File: src/rtl/env_pkg.sv
package env_pkg;
    localparam int LVL_W = 4;

    typedef struct packed {
        logic cont;
        logic attack;
        logic alt;
        logic hold;
    } shape_t;

    typedef struct packed {
        logic [LVL_W-1:0] idx;
        logic             up;
        logic             held;
        logic [LVL_W-1:0] held_lvl;
    } env_state_t;

    function automatic logic [15:0] eff_period(input logic [15:0] p);
        return (p == 16'd0) ? 16'd1 : p;
    endfunction
endpackage

File: src/rtl/env_prescaler.sv
module env_prescaler #(
    parameter int PERIOD_W  = 16,
    parameter int PRE_SHIFT = 4
) (
    input  logic                clk,
    input  logic                rst,
    input  logic                restart_i,
    input  logic [PERIOD_W-1:0] period_i,
    output logic                tick_o
);
    localparam int CNT_W = PERIOD_W + PRE_SHIFT;

    logic [CNT_W-1:0]    cnt_q;
    logic [PERIOD_W-1:0] per_eff;
    logic [CNT_W-1:0]    last;
    logic                wrap;

    assign per_eff = (period_i == '0) ? PERIOD_W'(1) : period_i;
    assign last    = {per_eff, {PRE_SHIFT{1'b0}}} - CNT_W'(1);
    assign wrap    = (cnt_q >= last);
    assign tick_o  = wrap && !restart_i;

    always_ff @(posedge clk) begin
        if (rst || restart_i) begin
            cnt_q <= '0;
        end else if (wrap) begin
            cnt_q <= '0;
        end else begin
            cnt_q <= cnt_q + CNT_W'(1);
        end
    end
endmodule

File: src/rtl/env_sequencer.sv
module env_sequencer
    import env_pkg::*;
(
    input  logic       clk,
    input  logic       rst,
    input  logic       restart_i,
    input  shape_t     shape_i,
    input  logic       tick_i,
    output shape_t     shape_o,
    output env_state_t st_o
);
    localparam logic [LVL_W-1:0] TOP = '1;

    shape_t     shape_q;
    env_state_t st_q;

    always_ff @(posedge clk) begin
        if (rst) begin
            shape_q       <= '0;
            st_q.idx      <= '0;
            st_q.up       <= 1'b0;
            st_q.held     <= 1'b1;
            st_q.held_lvl <= '0;
        end else if (restart_i) begin
            shape_q   <= shape_i;
            st_q.idx  <= '0;
            st_q.up   <= shape_i.attack;
            st_q.held <= 1'b0;
        end else if (tick_i && !st_q.held) begin
            if (st_q.idx != TOP) begin
                st_q.idx <= st_q.idx + 1'b1;
            end else if (!shape_q.cont) begin
                st_q.held     <= 1'b1;
                st_q.held_lvl <= '0;
            end else if (shape_q.hold) begin
                st_q.held     <= 1'b1;
                st_q.held_lvl <= {LVL_W{st_q.up ^ shape_q.alt}};
            end else begin
                st_q.idx <= '0;
                st_q.up  <= st_q.up ^ shape_q.alt;
            end
        end
    end

    assign shape_o = shape_q;
    assign st_o    = st_q;
endmodule

File: src/rtl/env_level_map.sv
module env_level_map
    import env_pkg::*;
(
    input  env_state_t       st_i,
    output logic [LVL_W-1:0] level_o
);
    always_comb begin
        if (st_i.held)
            level_o = st_i.held_lvl;
        else if (st_i.up)
            level_o = st_i.idx;
        else
            level_o = ~st_i.idx;
    end
endmodule

File: src/rtl/env_shaper.sv
module env_shaper
    import env_pkg::*;
#(
    parameter int PERIOD_W  = 16,
    parameter int PRE_SHIFT = 4
) (
    input  logic                clk,
    input  logic                rst,
    input  logic [PERIOD_W-1:0] period_i,
    input  logic [LVL_W-1:0]    shape_i,
    input  logic                shape_wr_i,
    output logic [LVL_W-1:0]    level_o
);
    logic       tick;
    shape_t     shape_cur;
    env_state_t st;
    logic [3:0] shape_bits;
    logic       holding;

    env_prescaler #(.PERIOD_W(PERIOD_W), .PRE_SHIFT(PRE_SHIFT)) u_pre (
        .clk       (clk),
        .rst       (rst),
        .restart_i (shape_wr_i),
        .period_i  (period_i),
        .tick_o    (tick)
    );

    env_sequencer u_seq (
        .clk       (clk),
        .rst       (rst),
        .restart_i (shape_wr_i),
        .shape_i   (shape_t'(shape_i)),
        .tick_i    (tick),
        .shape_o   (shape_cur),
        .st_o      (st)
    );

    env_level_map u_map (
        .st_i    (st),
        .level_o (level_o)
    );

    assign shape_bits = shape_cur;
    assign holding    = st.held;
endmodule

File: config.mk
export PLATFORM = sky130hd
export DESIGN_NAME = env_shaper
export DESIGN_NICKNAME = d
export VERILOG_FILES = /design/src/rtl/env_pkg.sv /design/src/rtl/env_prescaler.sv /design/src/rtl/env_sequencer.sv /design/src/rtl/env_level_map.sv /design/src/rtl/env_shaper.sv
export SDC_FILE = /design/constraint.sdc
export NUM_CORES = 1
export LEC_CHECK = 0
export CAP_MARGIN = 15
export CORE_MARGIN = 2
export CORE_UTILIZATION = 62
export CTS_BUF_LIST = sky130_fd_sc_hd__clkbuf_4 sky130_fd_sc_hd__clkbuf_8 sky130_fd_sc_hd__clkbuf_16
export CTS_CLUSTER_SIZE = 28
export DETAILED_ROUTE_END_ITERATION = 8
export DONT_BUFFER_PORTS = 1
export HOLD_SLACK_MARGIN = 0.15
export PLACE_DENSITY = 0.82
export SLEW_MARGIN = 20
export SYNTH_ARGS = -nofsm -noshare
export SYNTH_HDL_FRONTEND = slang
export SYNTH_SLANG_ARGS = --single-unit
File: constraint.sdc
create_clock -name clk -period 5.4 [get_ports clk]
set_clock_uncertainty 0.15 [all_clocks]
set_input_delay 0 -clock clk [delete_from_list [all_inputs] [get_ports clk]]
set_output_delay 0 -clock clk [all_outputs]
set_load 0.01 [all_outputs]
=== Word level (Yosys, flattened, before mapping) ===
Cells that the tools add are included.

* Add/sub/neg operators: 3
* Bitwise logic cells: 4
* Reductions and logical operators: 15
* Order comparisons: 1
* Mux-type cells: 11
* Equality and inequality tests: 6

{| class="wikitable"
|+ Operator list
! operator !! count
|-
| adder 20 x 1 -> 20 bit (second input constant) || 1
|-
| greater-or-equal comparator 20 bit || 1
|-
| two-way mux 5 bit || 4
|-
| subtractor 20 x 1 -> 20 bit (second input constant) || 1
|-
| logical NOT 16 bit || 1
|-
| two-way mux 16 bit || 1
|-
| two-way mux 4 bit || 3
|-
| two-way mux 6 bit || 2
|-
| inequality test 2 bit (second input constant) || 4
|-
| AND reduction 4 bit || 2
|-
| AND reduction 3 bit || 2
|-
| nonzero test 2 bit || 3
|-
| adder 4 x 1 -> 4 bit (second input constant) || 1
|-
| inequality test 4 bit (second input constant) || 1
|-
| NOT 4 bit || 1
|-
| OR reduction 2 bit || 2
|-
| inequality test 3 bit (second input constant) || 1
|-
| logical AND 1 bit || 2
|-
| logical NOT 1 bit || 2
|-
| two-way mux 2 bit || 1
|-
| NOT 1 bit || 2
|-
| logical OR 1 bit || 1
|-
| bitwise XOR 1 bit || 1
|}

* Output and inout port bits: 4
* Logic and storage cells: 48
* Register bits after elaboration: 33
* Input port bits: 23

=== Logic depth before layout (Yosys ltp) ===
Gate-level depths: netlist of run 1.

* Word-level depth: 8
* Depth in mapped cells: 19
* Gate-level depth less buffers: 18

=== Hierarchy ===
A second synthesis of run 1 with hierarchy kept.

* Cell total of the unflattened synthesis: 252
* Area total of the unflattened synthesis: 2117.0 um2

{| class="wikitable"
|+ Modules (own cells, without submodules)
! module !! times used !! sequential area each (um2) !! cells each !! area each (um2)
|-
| env_prescaler || 1 || 400.4 || 177 || 1475.2
|-
| env_sequencer || 1 || 220.2 || 63 || 571.8
|-
| env_level_map || 1 || 0.0 || 12 || 70.1
|}

=== Worst setup path before layout of run 1 ===
OpenSTA, ideal clock, no wires.

* Path kind: input to register
* From: in period_i[9]
* To: reg u_pre.cnt_q[10]
* Required time: 5.186 ns
* Data arrival time: 3.206 ns
* Library setup time: 0.064 ns
* Buffers on the path: 1
* Stages: 18
* Path slack: 1.980 ns
* Cells stage by stage: or4_4 -> or3_4 -> nor2_1 -> nand2_1 -> nor2_1 -> nor2_1 -> ha_1 -> nand2_1 -> nor3_1 -> xnor2_1 -> ha_1 -> a211oi_1 -> o22ai_1 -> nor4_1 -> o21ai_1 -> or3_1 -> buf_2 -> nor2_1

* Longest elaborated chain between the ends: 5

{| class="wikitable"
|+ RTL lines
! what !! RTL line !! source
|-
| start, declared || env_shaper.sv:9 || <nowiki>input logic [PERIOD_W-1:0] period_i,</nowiki>
|-
| logical NOT 16 bit || env_prescaler.sv:18 || <nowiki>assign per_eff = (period_i == '0) ? PERIOD_W'(1) : period_i;</nowiki>
|-
| two-way mux 16 bit (*) || env_prescaler.sv:18 ||
|-
| subtractor 20 x 1 -> 20 bit (*) || env_prescaler.sv:19 || <nowiki>assign last = {per_eff, {PRE_SHIFT{1'b0}}} - CNT_W'(1);</nowiki>
|-
| greater-or-equal comparator 20 bit (*) || env_prescaler.sv:20 || <nowiki>assign wrap = (cnt_q >= last);</nowiki>
|-
| OR reduction 2 bit (no source line) (*) || -- ||
|-
| end signal, assigned || env_prescaler.sv:29 || <nowiki>cnt_q <= cnt_q + CNT_W'(1);</nowiki>
|-
| end, declared || env_prescaler.sv:13 || <nowiki>logic [CNT_W-1:0] cnt_q;</nowiki>
|}

Mark *: on every way between the ends. The rest lies on a longest branch, timed or not.
A chain may end at the register's enable or synchronous reset.

=== Worst setup path in the final report of run 1 ===
* From: in period_i[9]
* To: reg u_pre.cnt_q[4]

The elaborated chain is that of the path after synthesis.

==> results of run 1 <==
layer usage:
layer | part of all wire | vias to the layer above | GRT usage
li1 | - | 894 | -
met1 | 0.47 | 818 | 0.312
met2 | 0.49 | 21 | 0.369
met3 | 0.030 | 2 | 0.0630
met4 | 0.0059 | 0 | 0.0776
met5 | 0 | - | 0
through the flow:
stage	setup WS [ns]	utilization	cell area, sq um
floorplan	1.98	-	2020
global placement	1.33	0.665	2050
detailed placement	1.24	0.665	2050
CTS	1.58	0.708	2180
global route	1.12	0.708	2180
finish	1.57	0.708	2180
worst max-delay path, delay by kind of cell:
family	cells	cell delay (ns)
xor gates and xnor gates	1	0.13
and+or+nand+nor	11	2.73
AOI/OAI and AO/OA	3	0.59
adders and majority gates	2	0.49
repair_timing:
action,CTS,global route
endpoints found under the hold margin,11,0
hold buffers,8,0
gates resized for setup,0,0
path summary, 6_finish.rpt:
kind | endpoint | slack (ns) | cells after the start
setup / recovery | u_pre.cnt_q[4] | 1.57 | 17
hold / removal | u_seq.shape_o[1] | 0.23 | 3
setup reg to reg | u_pre.cnt_q[4] | 2.75 | 7
hold reg to reg | u_pre.cnt_q[0] | 0.32 | 1
state kept, by name, indices dropped and copies added (netlist names):
| register | count |
|---|---|
| u_pre.cnt_q | 20 |
| u_seq.st_o | 7 |
| u_seq.shape_o | 3 |
layout make-up:
| type | count | area [sq um] |
|---|---|---|
| clock buffer | 7 | 52.6 |
| inverter | 6 | 22.5 |
| sequential | 30 | 601 |
| tap | 44 | 55.1 |
| fill | 267 | 900 |
| multi-input combinational | 208 | 1370 |
| timing repair buffer | 8 | 80.1 |
kinds of logic after synthesis:
logic type / count (synthesis) / share of synthesized area
AND/OR/NAND/NOR: 117 / 0.276
AO/OA/AOI/OAI: 33 / 0.112
adder cells (fa/ha/maj): 19 / 0.118
buffers and inverters: 12 / 0.0242
multiplexers: 5 / 0.0248
XOR/XNOR: 34 / 0.148
flip-flops: 30 / 0.298
power by group through the flow:
| stage | clock [uW] | combinational (uW) | sequential, uW |
|---|---|---|---|
| after floorplan | 0 | 32.5 | 230 |
| after global placement | 0 | 32.7 | 233 |
| after detailed placement | 0 | 33.6 | 233 |
| after CTS | 135 | 40.5 | 228 |
| after global routing | 143 | 46.5 | 228 |
| final | 133 | 40.6 | 228 |
cell usage in the layout, fill, tap and decap left out, drive strengths merged, types with 3 or more instances in the layout:
master       Yosys  routed
a21oi            7       7
nor3             8       8
ha              19      19
or4              3       3
nor2            47      47
clkbuf           3       7
and3             5       5
dfxtp           30      30
nor4             3       3
xor2            16      16
inv              6       6
nand3            7       7
dlygate4sd3      0       8
nand2           26      26
mux2i            5       5
or3              5       5
xnor2           18      18
o21ai           11      11
nand4            3       3
nand2b           4       4
==> impl_metrics.csv, run 1 <==
group,metric,value,unit
worst_setup_path,max_stage_delay,0.67,ns
clocking,cts_root_buffer,"clkbuf_4",
timing,relSlewSlack,0.560,
synthesis,synth_edf_count,0,
power_and_ir_drop,powerDensity,184,nW/um^2
worst_setup_path,r2r_start,"u_pre.cnt_q[5]",
detailed_routing,drc,0,
synthesis,yosysUniqueCellTypes,43,
power_and_ir_drop,peakVddDrop,0.142,mV
power_and_ir_drop,seq_power_share,0.567,
synthesis,syn_nets,292,
clocking,cts_setup_buffers,0,
placement,portBuffers,0,
worst_setup_path,crit_start,"period_i[9]",
worst_setup_path,worst-setup-path-type,"input port to flop",
worst_setup_path,critical_path.slowest_cell,"or3_1",
flow_run,max_cap_violations,0,
detailed_routing,avgRoutedWirePerCell,12.8,um
timing,tns,0,ns
timing,max_freq,261,MHz
synthesis,synth_area,2020,sq um
clocking,cts_buffer_depth,2,
clocking,clock_latency,0.33,ns
global_route,grt_max_degree,21,
power_and_ir_drop,p_comb_frac,0.101,
worst_hold_path,hold_start,"shape_i[1]",
synthesis,yosysTopAreaCellShare,0.298,
clocking,path_clk_slew,0.08,ns
floorplanning,fp.dieH,61.0,um
synthesis,synth-async-reset-ratio,0,
detailed_routing,drtAntennaViolNets,0,
floorplanning,core_area,3080,sq um
timing,layout_min_cycle_time,3.83,ns
global_route,track_usage,0.234,
synthesis,synth_flop_cell,"dfxtp_1",
worst_setup_path,crit_top_cell,"nor2_1",
placement,place_hpwl,2880,um
synthesis,ys_ff_latch,30,
worst_setup_path,crit_fanout,20,
power_and_ir_drop,p_total,402,uW
synthesis,synth.area.top_cells,"dfxtp_1 (30%), ha_1 (12%), nor2_1 (8.7%)",
power_and_ir_drop,clockPowerShare,0.331,
timing,setup_viol,0,
global_route,grt-ovfl-total,0,
power_and_ir_drop,p_sw_frac,0.246,
worst_hold_path,hp-class,"input port to flop",
detailed_routing,dr.pass1.iters,4,
cells_and_area,layout-drive-gt1-share,0.0618,
power_and_ir_drop,p_sw,98.8,uW
timing,slew_viol_final,0,
worst_setup_path,cp-start-kind,"input port",
timing,hold_viol,0,
worst_setup_path,critPathRequiredTime,5.51,ns
cells_and_area,fin_cells,303,
global_route,antenna_found_initial,0,
worst_setup_path,end_kind,"flop",
floorplanning,io-pin-count,27,
synthesis,ys_warn_count,0,
power_and_ir_drop,p_leak,0.000838,uW
clocking,cts-buffers-inserted,5,
global_route,grt_pass1_wl,6600,um
detailed_routing,routed_wl,3870,um
worst_setup_path,critical_path_arrival,3.94,ns
floorplanning,start_util,0.655,
detailed_routing,via_per_inst,5.73,
detailed_routing,drt_iter0_markers,77,
timing,tightest_slew,0.660,ns
placement,gp_congestion,0.819,
outcome,status,"finished clean",
synthesis,yosysMostFrequentCell,"nor2_1",
floorplanning,rows,20,
detailed_routing,num_vias,1735,
cells_and_area,antenna_cells,0,
clocking,clock_sinks,30,
power_and_ir_drop,intPower,303,uW
synthesis,synth.largest_area_cell,"dfxtp_1",
timing,hold_slack,0.228,ns
floorplanning,die_w,61.0,um
synthesis,yosysSeqAreaShare,0.298,
synthesis,syn_area_per_cell,8.07,sq um
worst_setup_path,crit_chain,"or4_4, or3_4, nor2_1, nand2_1, nor2_1, nor2_1, ha_1, nand2_1, nor3_1, xnor2_1, ha_1, o21ai_0, o22ai_1, nor4_1, o21ai_1, or3_1, nor2_1",
synthesis,synth_commonest_cells,"nor2_1 (47), dfxtp_1 (30), nand2_1 (26), ha_1 (19), xnor2_1 (18)",
timing,rsz0062_at_grt,"no",
clocking,cts.htree.levels,2,
timing,finalCritPeriodShare,0.710,
cells_and_area,fin_nets,301,
placement,dpl.cell_count,288,
global_route,grt_pass1_vias,1542,
synthesis,syn-instance-count,250,
cells_and_area,area_delta_synth_final,8.00,%
clocking,cts_tree,"built",
floorplanning,die_area,3730,sq um
(Power assumes the default switching activity.)
==> inputs of run 2 (changes only) <==
--- a/config.mk
+++ b/config.mk
@@ -5,6 +5,7 @@
 export SDC_FILE = /design/constraint.sdc
 export NUM_CORES = 1
 export LEC_CHECK = 0
+export ABC_AREA = 1
 export CAP_MARGIN = 15
 export CORE_MARGIN = 2
 export CORE_UTILIZATION = 62
==> constraint.sdc (replaced) <==
create_clock -name clk -period 3.7 [get_ports clk]
set_clock_uncertainty 0.15 [all_clocks]
set_input_delay 0 -clock clk [delete_from_list [all_inputs] [get_ports clk]]
set_output_delay 0 -clock clk [all_outputs]
set_load 0.01 [all_outputs]
==> impl_metrics.csv, run 2 <==
group,metric,value,unit
outcome,status,"finished clean",
placement,place_hpwl,3120,um
timing,tightest_slew,0.371,ns
synthesis,yosysSeqAreaShare,0.274,
synthesis,yosysMostFrequentCell,"nand2_1",
cells_and_area,nFillCells,309,
detailed_routing,num_vias,1949,
synthesis,yosysUniqueCellTypes,33,
placement,portBuffers,0,
timing,hold_slack,0.272,ns
detailed_routing,drtAntennaViolNets,0,
floorplanning,die_w,63.4,um
floorplanning,io-pin-count,27,
worst_setup_path,cp-start-kind,"input port",
global_route,grt-ovfl-total,0,
global_route,antenna_found_initial,0,
detailed_routing,drc,0,
detailed_routing,dr.pass1.iters,4,
floorplanning,fp.dieH,63.4,um
global_route,grt_pass1_vias,1916,
power_and_ir_drop,peakVddDrop,0.232,mV
floorplanning,start_util,0.651,
timing,relSlewSlack,0.750,
cells_and_area,top_register,"u_pre.cnt_q",
clocking,cts.htree.levels,2,
timing,setup_viol,0,
cells_and_area,largest_register_ffs,20,
detailed_routing,drt_iter0_markers,36,
worst_setup_path,crit_start,"period_i[5]",
power_and_ir_drop,powerDensity,249,nW/um^2
detailed_routing,routed_wl,4070,um
power_and_ir_drop,p_total,597,uW
worst_setup_path,crit_chain,"or2_4, nor2_1, nand3_1, nand2_1, inv_1, ha_1, nand2_1, nor3_2, nand2_1, nor3_2, xor2_1, inv_1, ha_1, nand2_1, o21ai_0, a21oi_1, nand2_2, nand3_1, o211ai_1, dlygate4sd3_1",
clocking,path_clk_slew,0.09,ns
timing,layout_min_cycle_time,2.88,ns
synthesis,ys_warn_count,0,
floorplanning,core_area,3360,sq um
clocking,cts-buffers-inserted,5,
timing,max_freq,348,MHz
floorplanning,die_area,4020,sq um
cells_and_area,regArea,601,sq um
global_route,grt_max_degree,21,
worst_setup_path,crit_top_cell,"nand2_1",
timing,tns,0,ns
worst_setup_path,r2r_start,"u_pre.cnt_q[7]",
synthesis,synth-async-reset-ratio,0,
synthesis,syn_area_per_cell,7.01,sq um
power_and_ir_drop,p_sw,151,uW
cells_and_area,fin_nets,369,
synthesis,synth.largest_area_cell,"dfxtp_1",
clocking,ctsResizeCount,0,
cells_and_area,antenna_cells,0,
power_and_ir_drop,p_leak,0.00107,uW
worst_hold_path,hold_start,"period_i[15]",
synthesis,synth_edf_count,0,
clocking,clock_sinks,30,
synthesis,syn_nets,354,
timing,finalCritPeriodShare,0.777,
synthesis,ys_ff_latch,30,
clocking,clock_latency,0.33,ns
synthesis,synth.area.top_cells,"dfxtp_1 (27%), ha_1 (11%), nand2_1 (10%)",
global_route,track_usage,0.232,
flow_run,max_cap_violations,0,
cells_and_area,multiInputGateArea,1420,sq um
cells_and_area,mostFrequentLayoutCells,"nand2_1 (60), nor2_1 (46), inv_1 (40)",
synthesis,syn-instance-count,312,
timing,slew_viol_final,0,
synthesis,yosysTopAreaCellShare,0.274,
detailed_routing,via_per_inst,5.23,
cells_and_area,area_delta_synth_final,9.32,%
clocking,cts_root_buffer,"clkbuf_4",
worst_setup_path,crit_fanout,5,
clocking,cts_tree,"built",
synthesis,synth_commonest_cells,"nand2_1 (60), nor2_1 (46), inv_1 (40), dfxtp_1 (30), ha_1 (19)",
power_and_ir_drop,seq_power_share,0.556,
global_route,grt_pass1_wl,7460,um
synthesis,synth_area,2190,sq um
worst_hold_path,hp-class,"input port to flop",
power_and_ir_drop,p_comb_frac,0.120,
power_and_ir_drop,p_sw_frac,0.254,
worst_setup_path,max_stage_delay,0.57,ns
power_and_ir_drop,intPower,445,uW
floorplanning,rows,21,
synthesis,synth_flop_cell,"dfxtp_1",
cells_and_area,utilization,0.711,
worst_setup_path,worst-setup-path-type,"input port to flop",
detailed_routing,avgRoutedWirePerCell,10.9,um
cells_and_area,final_common_cell,"nand2_1",
worst_setup_path,critPathRequiredTime,3.77,ns
timing,hold_viol,0,
timing,rsz0062_at_grt,"no",
cells_and_area,layout-drive-gt1-share,0.0917,
worst_setup_path,critical_path.slowest_cell,"dlygate4sd3_1",
worst_setup_path,end_kind,"flop",
placement,gp_congestion,0.809,
power_and_ir_drop,clockPowerShare,0.324,
worst_setup_path,critical_path_arrival,2.95,ns
clocking,cts_buffer_depth,2,
## run 2: cell count changes after synthesis, moves of 3 or more
cell      change
nor3b_1       +5
nand2_2       +3
nor3_2        +3
nand2_1      +34
xnor2_1       -9
and3_1        -5
inv_1        +34
nand2b_1      -4
a21oi_1      +11
o21ai_0       +4
mux2i_1       -5
nor2_4        +5
nand3_1       +8
## run 2: cell families (layout without fill, tap and decap cells)
group / Yosys count / count (layout) / synth area share
and+or+nand+nor: 159 / 159 / 0.357
buffers and inverters: 44 / 59 / 0.0766
AOI/OAI and AO/OA: 37 / 37 / 0.0909
DFF: 30 / 30 / 0.274
xor gates and xnor gates: 23 / 23 / 0.0921
adders and majority gates: 19 / 19 / 0.109
## run 2: final cells by class
cell class / instances / area share
timing repair buffer: 11 / 0.0450
clock buffer: 7 / 0.0220
sequential: 30 / 0.251
inverter: 41 / 0.0643
multi-input combinational: 238 / 0.594
tap: 46 / 0.0241
## run 2: metal layers
metal | up-vias | routed length (um) | GRT usage
met1 | 866 | 1940 | 0.272
li1 | 1042 | - | -
met4 | 0 | 70 | 0.0978
met2 | 34 | 1880 | 0.405
met3 | 7 | 178 | 0.0500
met5 | - | 0 | 0
## run 2: worst max-delay path: cells and delay by family
| kind | cells | cell delay, ns |
|---|---|---|
| simple gates | 11 | 1.30 |
| buf+inv | 3 | 0.67 |
| fa+ha+maj | 2 | 0.46 |
| compound gates | 3 | 0.39 |
| xor+xnor | 1 | 0.13 |
## run 2: worst paths after layout
kind | end | slack, ns | cells past startpoint
max reg2reg | u_seq.st_o[4] | 1.28 | 12
min reg2reg | u_pre.cnt_q[0] | 0.30 | 1
min | u_pre.cnt_q[19] | 0.27 | 8
max | u_seq.st_o[4] | 0.82 | 20
## run 2: stage by stage
step | std cells | area, sq um | worst slack, ns
after floorplan | 312 | 2190 | 1.15
after global placement | 356 | 2240 | 0.987
after detailed placement | 356 | 2240 | 0.896
after CTS | 373 | 2390 | 0.860
after global routing | 373 | 2390 | 0.537
final | 373 | 2390 | 0.824
## run 2: repair_timing
| item | in CTS | in global routing |
|---|---|---|
| hold buffers | 10 | 0 |
| buffers inserted | 0 | 0 |
| endpoints found under the hold margin | 30 | 0 |
## run 2: power groups by stage
stage / sequential, uW / combinational (uW) / clock [uW]
global placement: 339 / 59.3 / 0
floorplan: 338 / 51.8 / 0
finish: 332 / 71.7 / 193
global route: 333 / 82.7 / 216
detailed placement: 339 / 60.7 / 0
CTS: 332 / 71.5 / 202
